`config.mk`:
```
export PLATFORM = sky130hd
export DESIGN_NAME = ball_motion_engine
export DESIGN_NICKNAME = d
export VERILOG_FILES = /design/src/rtl/ball_pkg.sv /design/src/rtl/ball_serve.sv /design/src/rtl/ball_video.sv /design/src/rtl/ball_kin.sv /design/src/rtl/ball_motion_engine.sv
export SDC_FILE = /design/constraint.sdc
export NUM_CORES = 1
export LEC_CHECK = 0
export BUFFER_PORTS_ARGS = -buffer_cell sky130_fd_sc_hd__buf_2
export CORE_UTILIZATION = 25
export CTS_BUF_LIST = sky130_fd_sc_hd__clkbuf_4
export DETAILED_ROUTE_END_ITERATION = 8
export GPL_TIMING_DRIVEN = 0
export PLACE_DENSITY = 0.45
export SLEW_MARGIN = 15
export SYNTH_ARGS = -nofsm -noshare
export SYNTH_HDL_FRONTEND = slang
export SYNTH_HIERARCHICAL = 1
export SYNTH_SLANG_ARGS = --single-unit
```
`constraint.sdc`:
```
create_clock -name clk -period 4.4 [get_ports clk]
set_clock_uncertainty 0.2 [all_clocks]
set_input_delay 0.66 -clock clk [delete_from_list [all_inputs] [get_ports clk]]
set_output_delay 0.66 -clock clk [all_outputs]
set_load 0.01 [all_outputs]
```
`src/rtl/ball_pkg.sv`:
```
package ball_pkg;

  typedef enum logic {
    DIR_LEFT  = 1'b0,
    DIR_RIGHT = 1'b1
  } hdir_e;

  typedef enum logic {
    DIR_UP   = 1'b0,
    DIR_DOWN = 1'b1
  } vdir_e;

  typedef struct packed {
    logic hit;
    logic wall;
    logic goal;
    logic side;
  } ball_evt_t;

  localparam int BALL_W = 2;
  localparam int BALL_H = 4;

endpackage

```
`src/rtl/ball_serve.sv`:
```
module ball_serve #(
  parameter int SERVE_FIELDS = 60
) (
  input  logic clk,
  input  logic rst_n,
  input  logic field_tick,
  input  logic serve_pulse,
  input  logic manual_n,
  input  logic goal_now,
  output logic parked
);

  localparam int CW = $clog2(SERVE_FIELDS + 1);
  localparam logic [CW-1:0] LAST = CW'(SERVE_FIELDS - 1);

  logic [CW-1:0] wait_cnt;
  logic          timer_done;
  logic          manual_go;

  assign timer_done = manual_n & field_tick & (wait_cnt == LAST);
  assign manual_go  = ~manual_n & serve_pulse;

  always_ff @(posedge clk) begin
    if (!rst_n) begin
      parked   <= 1'b1;
      wait_cnt <= '0;
    end else if (goal_now) begin
      parked   <= 1'b1;
      wait_cnt <= '0;
    end else if (parked) begin
      if (manual_go || timer_done) begin
        parked   <= 1'b0;
        wait_cnt <= '0;
      end else if (manual_n && field_tick) begin
        wait_cnt <= wait_cnt + CW'(1);
      end
    end
  end

  AST_PARK_AFTER_GOAL: assert property (@(posedge clk) disable iff (!rst_n)
    goal_now |=> parked);
  AST_MANUAL_HOLDS: assert property (@(posedge clk) disable iff (!rst_n)
    (parked && !manual_n && !serve_pulse) |=> parked);
  AST_AUTO_NEEDS_TICK: assert property (@(posedge clk) disable iff (!rst_n)
    (parked && manual_n && !field_tick) |=> parked);

endmodule

```
`src/rtl/ball_video.sv`:
```
module ball_video
  import ball_pkg::*;
#(
  parameter int XW = 7,
  parameter int YW = 8
) (
  input  logic [XW-1:0] ball_x,
  input  logic [YW-1:0] ball_y,
  input  logic [XW-1:0] scan_x,
  input  logic [YW-1:0] scan_y,
  output logic          ball_vid
);

  localparam int XE = XW + 1;
  localparam int YE = YW + 1;

  function automatic logic in_span_x(logic [XW-1:0] org, logic [XW-1:0] pos);
    logic [XE-1:0] lo;
    logic [XE-1:0] p;
    lo = {1'b0, org};
    p  = {1'b0, pos};
    return (p >= lo) && (p < lo + XE'(BALL_W));
  endfunction

  function automatic logic in_span_y(logic [YW-1:0] org, logic [YW-1:0] pos);
    logic [YE-1:0] lo;
    logic [YE-1:0] p;
    lo = {1'b0, org};
    p  = {1'b0, pos};
    return (p >= lo) && (p < lo + YE'(BALL_H));
  endfunction

  assign ball_vid = in_span_x(ball_x, scan_x) & in_span_y(ball_y, scan_y);

endmodule

```
`src/rtl/ball_kin.sv`:
```
module ball_kin
  import ball_pkg::*;
#(
  parameter int XW          = 7,
  parameter int YW          = 8,
  parameter int LEFT_GOAL   = 8,
  parameter int LEFT_PAD_X  = 12,
  parameter int RIGHT_PAD_X = 112,
  parameter int RIGHT_GOAL  = 120,
  parameter int TOP_WALL    = 16,
  parameter int BOT_WALL    = 200,
  parameter int CENTER_X    = 64,
  parameter int CENTER_Y    = 100,
  parameter int PAD_SMALL   = 16,
  parameter int PAD_BIG     = 24
) (
  input  logic           clk,
  input  logic           rst_n,
  input  logic           field_tick,
  input  logic           parked,
  input  logic           fast_n,
  input  logic           angle4_n,
  input  logic           bigpad_n,
  input  logic [YW-1:0]  lpad_y,
  input  logic [YW-1:0]  rpad_y,
  output logic [XW-1:0]  pos_x,
  output logic [YW-1:0]  pos_y,
  output ball_evt_t      evt_q,
  output logic           goal_now
);

  localparam int XE = XW + 1;
  localparam int YE = YW + 1;
  localparam logic [XE-1:0] LGOAL_L = XE'(LEFT_GOAL);
  localparam logic [XE-1:0] RGOAL_L = XE'(RIGHT_GOAL);
  localparam logic [XE-1:0] LCONT_L = XE'(LEFT_PAD_X);
  localparam logic [XE-1:0] RCONT_L = XE'(RIGHT_PAD_X - BALL_W);
  localparam logic [YE-1:0] TOP_L   = YE'(TOP_WALL);
  localparam logic [YE-1:0] BOT_L   = YE'(BOT_WALL - BALL_H);
  localparam logic [XW-1:0] HOME_X  = XW'(CENTER_X);
  localparam logic [YW-1:0] HOME_Y  = YW'(CENTER_Y);

  hdir_e dir_x;
  vdir_e dir_y;
  logic  steep_q;

  function automatic logic [XE-1:0] h_next(logic [XW-1:0] x, hdir_e d, logic fast);
    logic [XE-1:0] s;
    s = fast ? XE'(2) : XE'(1);
    return (d == DIR_RIGHT) ? {1'b0, x} + s : {1'b0, x} - s;
  endfunction

  function automatic logic [YE-1:0] v_next(logic [YW-1:0] y, vdir_e d, logic steep);
    logic [YE-1:0] s;
    s = steep ? YE'(2) : YE'(1);
    return (d == DIR_DOWN) ? {1'b0, y} + s : {1'b0, y} - s;
  endfunction

  function automatic logic [YE-1:0] pad_len(logic big);
    return big ? YE'(PAD_BIG) : YE'(PAD_SMALL);
  endfunction

  function automatic logic rows_meet(logic [YE-1:0] by, logic [YW-1:0] py, logic big);
    logic [YE-1:0] p;
    p = {1'b0, py};
    return (by + YE'(BALL_H) > p) && (by < p + pad_len(big));
  endfunction

  function automatic logic outer_band(logic [YE-1:0] by, logic [YW-1:0] py, logic big);
    logic [YE-1:0] p;
    logic [YE-1:0] c;
    logic [YE-1:0] h;
    logic [YE-1:0] q;
    p = {1'b0, py};
    c = by + YE'(BALL_H / 2);
    h = pad_len(big);
    q = h >> 2;
    return (c < p + q) || (c >= p + h - q);
  endfunction

  logic [XE-1:0] nx;
  logic [YE-1:0] ny;
  logic          move;
  logic          wall_top;
  logic          wall_bot;
  logic          contact_x;
  logic [YW-1:0] near_pad;
  logic          pad_hit;
  logic          hit_steep;

  always_comb begin
    nx        = h_next(pos_x, dir_x, ~fast_n);
    ny        = v_next(pos_y, dir_y, steep_q & ~angle4_n);
    move      = field_tick & ~parked;
    goal_now  = move & (((dir_x == DIR_LEFT)  && (nx <= LGOAL_L)) ||
                        ((dir_x == DIR_RIGHT) && (nx >= RGOAL_L)));
    wall_top  = move & ~goal_now & (dir_y == DIR_UP)   & (ny <= TOP_L);
    wall_bot  = move & ~goal_now & (dir_y == DIR_DOWN) & (ny >= BOT_L);
    contact_x = (dir_x == DIR_RIGHT) ? (nx >= RCONT_L) : (nx <= LCONT_L);
    near_pad  = (dir_x == DIR_RIGHT) ? rpad_y : lpad_y;
    pad_hit   = move & ~goal_now & contact_x & rows_meet(ny, near_pad, ~bigpad_n);
    hit_steep = ~angle4_n & outer_band(ny, near_pad, ~bigpad_n);
  end

  always_ff @(posedge clk) begin
    if (!rst_n) begin
      pos_x   <= HOME_X;
      pos_y   <= HOME_Y;
      dir_x   <= DIR_RIGHT;
      dir_y   <= DIR_DOWN;
      steep_q <= 1'b0;
      evt_q   <= '0;
    end else begin
      evt_q.hit  <= pad_hit;
      evt_q.wall <= wall_top | wall_bot;
      evt_q.goal <= goal_now;
      evt_q.side <= goal_now & (dir_x == DIR_RIGHT);
      if (goal_now) begin
        pos_x   <= HOME_X;
        pos_y   <= HOME_Y;
        steep_q <= 1'b0;
      end else if (move) begin
        pos_x <= nx[XW-1:0];
        pos_y <= ny[YW-1:0];
        if (wall_top) dir_y <= DIR_DOWN;
        if (wall_bot) dir_y <= DIR_UP;
        if (pad_hit) begin
          dir_x   <= (dir_x == DIR_RIGHT) ? DIR_LEFT : DIR_RIGHT;
          steep_q <= hit_steep;
        end
      end
    end
  end

  AST_HIT_TURNS: assert property (@(posedge clk) disable iff (!rst_n)
    evt_q.hit |-> (dir_x != $past(dir_x)));
  AST_WALL_TURNS: assert property (@(posedge clk) disable iff (!rst_n)
    evt_q.wall |-> (dir_y != $past(dir_y)));
  AST_GOAL_HOME: assert property (@(posedge clk) disable iff (!rst_n)
    evt_q.goal |-> (pos_x == HOME_X && pos_y == HOME_Y));
  AST_GOAL_ALONE: assert property (@(posedge clk) disable iff (!rst_n)
    evt_q.goal |-> (!evt_q.hit && !evt_q.wall));
  AST_MOVE_ON_TICK: assert property (@(posedge clk) disable iff (!rst_n)
    (!$stable(pos_x) || !$stable(pos_y)) |-> $past(field_tick));
  AST_FLAT_TWO_ANGLE: assert property (@(posedge clk) disable iff (!rst_n)
    (evt_q.hit && $past(angle4_n)) |-> !steep_q);

endmodule

```
`src/rtl/ball_motion_engine.sv`:
```
module ball_motion_engine
  import ball_pkg::*;
#(
  parameter int XW           = 7,
  parameter int YW           = 8,
  parameter int LEFT_GOAL    = 8,
  parameter int LEFT_PAD_X   = 12,
  parameter int RIGHT_PAD_X  = 112,
  parameter int RIGHT_GOAL   = 120,
  parameter int TOP_WALL     = 16,
  parameter int BOT_WALL     = 200,
  parameter int CENTER_X     = 64,
  parameter int CENTER_Y     = 100,
  parameter int PAD_SMALL    = 16,
  parameter int PAD_BIG      = 24,
  parameter int SERVE_FIELDS = 60
) (
  input  logic          clk,
  input  logic          rst_n,
  input  logic          field_tick,
  input  logic          serve_pulse,
  input  logic          manual_n,
  input  logic          fast_n,
  input  logic          angle4_n,
  input  logic          bigpad_n,
  input  logic [YW-1:0] lpad_y,
  input  logic [YW-1:0] rpad_y,
  input  logic [XW-1:0] scan_x,
  input  logic [YW-1:0] scan_y,
  output logic [XW-1:0] ball_x,
  output logic [YW-1:0] ball_y,
  output logic          ball_vid,
  output logic          hit_pulse,
  output logic          wall_pulse,
  output logic          goal_pulse,
  output logic          goal_right
);

  logic      parked;
  logic      goal_now;
  ball_evt_t evt;

  ball_kin #(
    .XW(XW), .YW(YW),
    .LEFT_GOAL(LEFT_GOAL), .LEFT_PAD_X(LEFT_PAD_X),
    .RIGHT_PAD_X(RIGHT_PAD_X), .RIGHT_GOAL(RIGHT_GOAL),
    .TOP_WALL(TOP_WALL), .BOT_WALL(BOT_WALL),
    .CENTER_X(CENTER_X), .CENTER_Y(CENTER_Y),
    .PAD_SMALL(PAD_SMALL), .PAD_BIG(PAD_BIG)
  ) u_kin (
    .clk(clk), .rst_n(rst_n), .field_tick(field_tick), .parked(parked),
    .fast_n(fast_n), .angle4_n(angle4_n), .bigpad_n(bigpad_n),
    .lpad_y(lpad_y), .rpad_y(rpad_y),
    .pos_x(ball_x), .pos_y(ball_y), .evt_q(evt), .goal_now(goal_now)
  );

  ball_serve #(.SERVE_FIELDS(SERVE_FIELDS)) u_serve (
    .clk(clk), .rst_n(rst_n), .field_tick(field_tick),
    .serve_pulse(serve_pulse), .manual_n(manual_n),
    .goal_now(goal_now), .parked(parked)
  );

  ball_video #(.XW(XW), .YW(YW)) u_vid (
    .ball_x(ball_x), .ball_y(ball_y), .scan_x(scan_x), .scan_y(scan_y),
    .ball_vid(ball_vid)
  );

  assign hit_pulse  = evt.hit;
  assign wall_pulse = evt.wall;
  assign goal_pulse = evt.goal;
  assign goal_right = evt.side;

  AST_PARKED_STILL: assert property (@(posedge clk) disable iff (!rst_n)
    (parked && $past(parked)) |-> ($stable(ball_x) && $stable(ball_y)));
  AST_SIDE_WITH_GOAL: assert property (@(posedge clk) disable iff (!rst_n)
    goal_right |-> goal_pulse);

endmodule

```
# Word-level counts from Yosys, hierarchy flattened
# Cells that the tools add are included.
[totals]
ff_bits = 29
latchBits = 0
ramBits = 0
rom_bits = 0
output_inout_bits = 20
word_cells = 92
memories = 0
[op_classes]
add_sub_neg = 12
n_mul = 0
div_mod_pow = 0
order_cmp = 14
eq_ne = 1
shift = 0
n_mux = 14
bitwise = 24
reduce_logical = 16
[ops]
columns = ["operator", "count"]
rows = [
  ["$add A8 B9 Y9", 2],
  ["$lt A9 B9 Y1", 2],
  ["$and A1 B1 Y1", 16],
  ["$ge A8 B7 Y1 const B", 2],
  ["$le A8 B4 Y1 const B", 2],
  ["$mux W8", 2],
  ["$mux W6", 2],
  ["$add A8 B3 Y9 const B", 1],
  ["$add A8 B7 Y9", 1],
  ["$add A9 B2 Y9 const B", 1],
  ["$add A9 B3 Y9 const B", 1],
  ["$ge A9 B8 Y1 const B", 1],
  ["$ge A9 B9 Y1", 1],
  ["$gt A9 B8 Y1", 1],
  ["$le A9 B5 Y1 const B", 1],
  ["$lt A8 B9 Y1", 1],
  ["$mux W9", 1],
  ["$sub A8 B9 Y9", 1],
  ["$sub A9 B7 Y9", 1],
  ["$add A7 B2 Y8 const B", 1],
  ["$add A7 B8 Y8", 1],
  ["$ge A8 B8 Y1", 1],
  ["$lt A7 B8 Y1", 1],
  ["$sub A7 B8 Y8", 1],
  ["other kinds (14)", 36],
]

# Longest topological paths before layout
[depth]
word_depth = 13
ltp_mapped = 19
ltp_nobuf = 19

# Modules after synthesis
# The synthesis kept the hierarchy.
[by_module_without_submodules]
columns = ["mod", "instances", "cells_per_inst", "area_per_inst_um2", "seq_area_each_um2"]
rows = [
  ["ball_kin", 1, 387, 3045.4, 440.4],
  ["ball_video", 1, 97, 765.7, 0.0],
  ["ball_serve", 1, 39, 381.6, 140.1],
]

# Worst setup path after synthesis
# Ideal clock, no wire load.
[synth_timing]
path_type = "input-to-reg"
from = "input angle4_n"
to = "register u_kin.steep_q"
arrival_ps = 3873
t_required_ps = 4068
slack_ps = 195
stages = 18
path_cell_list = "inv_1 > nand2_1 > nand2_1 > ha_1 > a211o_1 > a21oi_1 > ha_1 > inv_1 > nor4_4 > and2_1 > xor2_1 > ha_1 > a21oi_1 > nor2b_1 > o21ai_0 > nand2_1 > o311ai_0 > mux2i_1"
[synth_via]
elab_chain_cells = 10
word_cells_on_any_way = 17
[synth_lines]
columns = ["item", "line", "text"]
rows = [
  ["start: declaration", "ball_motion_engine.sv:24", "input logic angle4_n,"],
  ["$not A1 Y1 (*)", "ball_kin.sv:93", "ny = v_next(pos_y, dir_y, steep_q & ~angle4_n);"],
  ["$and A1 B1 Y1 (*)", "ball_kin.sv:93", ""],
  ["$mux W2 (*)", "ball_kin.sv:55", "s = steep ? YE'(2) : YE'(1);"],
  ["$sub A8 B9 Y9 or $add A8 B9 Y9 (tied branches)", "ball_kin.sv:56", "return (d == DIR_DOWN) ? {1'b0, y} + s : {1'b0, y} - s;"],
  ["$mux W9 (*)", "ball_kin.sv:56", ""],
  ["via u_kin.ny[3]", "ball_kin.sv:82", "logic [YE-1:0] ny;"],
  ["$add A9 B3 Y9", "ball_kin.sv:66", "return (by + YE'(BALL_H) > p) && (by < p + pad_len(big));"],
  ["$gt A9 B8 Y1", "ball_kin.sv:66", ""],
  ["$logic_and A1 B1 Y1", "ball_kin.sv:66", ""],
  ["$and A1 B1 Y1", "ball_kin.sv:101", "pad_hit = move & ~goal_now & contact_x & rows_meet(ny, near_pad, ~bigpad_n);"],
  ["$reduce_and A2 Y1 (no line)", "--", ""],
  ["end signal: assignment", "ball_kin.sv:129", "steep_q <= hit_steep;"],
  ["end: declaration", "ball_kin.sv:45", "logic steep_q;"],
]
# The timed path passes the listed nets; every way through them passes the cells marked *.
# A chain may end at the register's enable or synchronous reset.

# Final worst setup path
[layout_timing]
from = "input angle4_n"
to = "register u_kin.dir_x"
[layout_via]
elab_chain_cells = 10
word_cells_on_any_way = 12
[layout_lines]
columns = ["item", "line", "text"]
rows = [
  ["$not A1 Y1 (*)", "ball_kin.sv:93", ""],
  ["$and A1 B1 Y1 (*)", "ball_kin.sv:93", ""],
  ["$mux W2 (*)", "ball_kin.sv:55", ""],
  ["$sub A8 B9 Y9 or $add A8 B9 Y9 (tied branches)", "ball_kin.sv:56", ""],
  ["$mux W9 (*)", "ball_kin.sv:56", ""],
  ["via u_kin.ny[6]", "ball_kin.sv:82", ""],
  ["$add A9 B3 Y9", "ball_kin.sv:66", ""],
  ["$gt A9 B8 Y1", "ball_kin.sv:66", ""],
  ["$logic_and A1 B1 Y1 (*)", "ball_kin.sv:66", ""],
  ["$and A1 B1 Y1 (*)", "ball_kin.sv:101", ""],
  ["$reduce_and A3 Y1 (no line) (*)", "--", ""],
  ["end signal: assignment", "ball_kin.sv:128", "dir_x <= (dir_x == DIR_RIGHT) ? DIR_LEFT : DIR_RIGHT;"],
  ["end: declaration", "ball_kin.sv:43", "hdir_e dir_x;"],
]
# Marks and branches as above.

==> flow_summary.json <==
{
  "grt_pass1_vias": 3825,
  "synth_mux_area_share_pct": 2.78,
  "viasPerCell": 4.88,
  "ioPinCount": 59,
  "cts_made_buffers": 5,
  "num_rows": 46,
  "crit_slowest_cell": "fa_1",
  "cts.sinks": 29,
  "dieWidth_um": 132,
  "postCtsHoldBufs": 0,
  "r2r_slack_ps": 240,
  "start_kind": "primary input",
  "p_leak_nw": 2.26,
  "grt.overflow.total": 0,
  "worst_pin_slew_ps": 745,
  "grt_usage_pct": 13.1,
  "drv_slew": 0,
  "port_buffers": 58,
  "via_count": 3944,
  "finalSetupViolations": 0,
  "yosys-top-cells-count": "ha_1 (86), inv_1 (51), nand2_1 (49)",
  "wl_per_cell_um": 13.7,
  "ys_types": 65,
  "critPathTopFamily": "adder cells",
  "drt-total-wl_um": 11100,
  "syn-instance-count": 523,
  "syn2layout_area_growth_pct": 16.5,
  "clock-root-buffer": "clkbuf_4",
  "min_path_type": "reg -> reg",
  "cts_buffer_depth": 2,
  "syn-cell-area_mm2": 0.00419,
  "synth_top_family_by_area": "adder cells",
  "yosys.area_share.simple_pct": 20.6,
  "status": "finished, final reports clean",
  "drv_cap": 0,
  "cts_tree": "yes",
  "post_synth_xor_area_fraction_pct": 7.94,
  "synth_compound_gate_area_share_pct": 22.7,
  "clkSlewWorstSetupHoldPaths_ps": 80,
  "worstPathRequired_ps": 4430,
  "yosysTopAreaCell": "ha_1",
  "place_area_mm2": 0.00475,
  "drive_gt1_share_pct": 15.5,
  "power_density_mw_per_mm2": 144,
  "synth_most_common_cell": "ha_1",
  "netlist.area_leader.share_pct": 25.7,
  "setup_tns_ps": 0,
  "arrival_ps": 4300,
  "ys.flop_type": "dfxtp_1",
  "fmax_mhz": 234,
  "ir_drop_mv": 0.0581,
  "die_height_um": 132,
  "synthTopCellsByArea": "ha_1 (26%), dfxtp_1 (14%), xnor2_1 (5.2%), inv_1 (4.6%), nand2_1 (4.4%)",
  "hold_viol": 0,
  "yosys.area_share.adder_pct": 26.6,
  "ys_seq_elements": 29,
  "path_buf_inv": 3,
  "drc": 0,
  "drt-initial-drc-count": 209,
  "worst_slack_ps": 131,
  "worstPathMaxFanout": 5,
  "fin_area_mm2": 0.00488,
  "yosysWarningCount": 6,
  "antenna_found_initial": 1,
  "nets": 719,
  "critical_path.cell_chain": "buf_2 -> inv_1 -> nand2_1 -> ha_1 -> inv_1 -> fa_1 -> nor2b_1 -> o2111a_1 -> nor3_2 -> xnor2_2 -> nand2_1 -> nor3_1 -> xor2_1 -> ha_1 -> nand4b_1 -> o22ai_1 -> a21oi_1 -> o2111ai_2 -> mux2_4",
  "syn_nets": 650,
  "drtPass1Iterations": 4,
  "slowest_delay_ps": 420,
  "grt_pass1_wl_um": 18800,
  "start_util_pct": 26.0,
  "htreeDepth": 2,
  "avgSynthCellArea_um2": 8.02,
  "slew_headroom_pct": 48.9,
  "place_ws_ps": -694,
  "dp_hpwl_um": 9300,
  "finalCriticalPeriod_ps": 4270,
  "die_area_mm2": 0.0173,
  "worstSetupPathType": "in -> reg",
  "ant_nets": 0,
  "core_area_mm2": 0.0161,
  "ys_seq_area_share_pct": 13.8,
  "end_kind": "flop",
  "rsz0062_at_grt": "true",
  "async_flop_share_pct": 0,
  "clock_latency_ps": 340,
  "fillCellCount": 1766,
  "hold_slack_ps": 267,
  "fin_crit_sh_pct": 97.0,
  "grt_start_max_net_pins": 11,
  "gp_congestion": 0.839,
  "synth_edf_count": 0
}
state kept, by name (all words and copies together) (netlist names):
name              cells
u_kin/dir_x           1
u_kin/dir_y           1
u_kin/evt_q           4
u_kin/pos_x           7
u_kin/pos_y           8
u_kin/steep_q         1
u_serve/parked        1
u_serve/wait_cnt      6
stage by stage:
| stage | instances | power [mW] | util, % |
|---|---|---|---|
| 5_1_grt | 809 | 0.768 | 30.3 |
| 4_1_cts | 804 | 0.711 | 30.0 |
| 3_5_place_dp | 797 | 0.549 | 29.5 |
| 6_report | 809 | 0.701 | 30.3 |
| 2_1_floorplan | 523 | 0.468 | - |
| 3_3_place_gp | 797 | 0.544 | 29.5 |
layout by cell type, fill, tap and decap left out, types with 4 or more instances in the layout:
cell and n:
nand2_1 49, dfxtp_1 29, clkbuf_1 7, nor3_1 15, buf_2 61, nand3_1 15
o21ai_0 22, or3_1 9, nor2_1 27, a211oi_1 7, buf_4 4, xor2_1 11
o211ai_1 7, a21oi_1 25, o21bai_1 7, a21o_1 5, nand4_1 4, o2111ai_1 5
ha_1 86, a221oi_1 5, o21a_1 13, nand2b_1 6, mux2i_1 9, nor2b_1 8
inv_1 51, nor3b_1 4, clkbuf_4 6, xnor2_1 24
timing repair:
action | in CTS | in global routing
setup buffers | 0 | 4
gates resized for setup | 5 | 6
pin swaps | 0 | 3
setup endpoints to repair | 2 | 22
routing by layer:
layer  GRT usage (%)  routed length [µm]
met3            1.16                 390
met2            22.3                5100
met1            17.5                5500
met4            3.68                 128
met5               0                   0
where the power goes:
part           total (mW)  internal (mW)  switching (mW)
logic               0.268          0.117           0.150
registers           0.278          0.268         0.00975
clock network       0.155         0.0640          0.0912
worst register-to-register path: cells and delay by family, from the launching register on:
| kind | cells | cell delay (ps) |
|---|---|---|
| AO/OA/AOI/OAI | 4 | 810 |
| AND/OR/NAND/NOR | 5 | 760 |
| flip-flops | 1 | 420 |
| buffers and inverters | 1 | 70 |
| adder cells (fa/ha/maj) | 3 | 940 |
| multiplexers | 1 | 330 |
| XOR/XNOR | 2 | 530 |
area by class of cell:
cell class	instances	area [µm²]	area share, %
flip-flops and latches	29	581	11.9
repair buffers	62	320	6.56
diodes	1	2.50	0.0512
clock inverters	1	3.75	0.0769
clock buffers	6	45.0	0.922
multi-input cells	433	3430	70.2
well taps	216	270	5.53
inverters	51	191	3.92
plain buffers	10	41.3	0.846
worst paths after layout:
path	start	endpoint	cells after the start
min reg2reg	u_kin/steep_q	u_kin/steep_q	2
max reg2reg	u_kin/pos_y[0]	u_kin/dir_x	16
min	u_kin/steep_q	u_kin/steep_q	2
max	angle4_n	u_kin/dir_x	19
logic make-up (layout without fill, tap and decap cells):
logic type	after synthesis	after routing
compound gates	130	130
xor+xnor	38	38
fa+ha+maj	88	88
buf+inv	61	130
flops	29	29
mux	11	11
other cells	0	1
simple gates	166	166
Note: power is estimated with default switching activity, not from simulation.
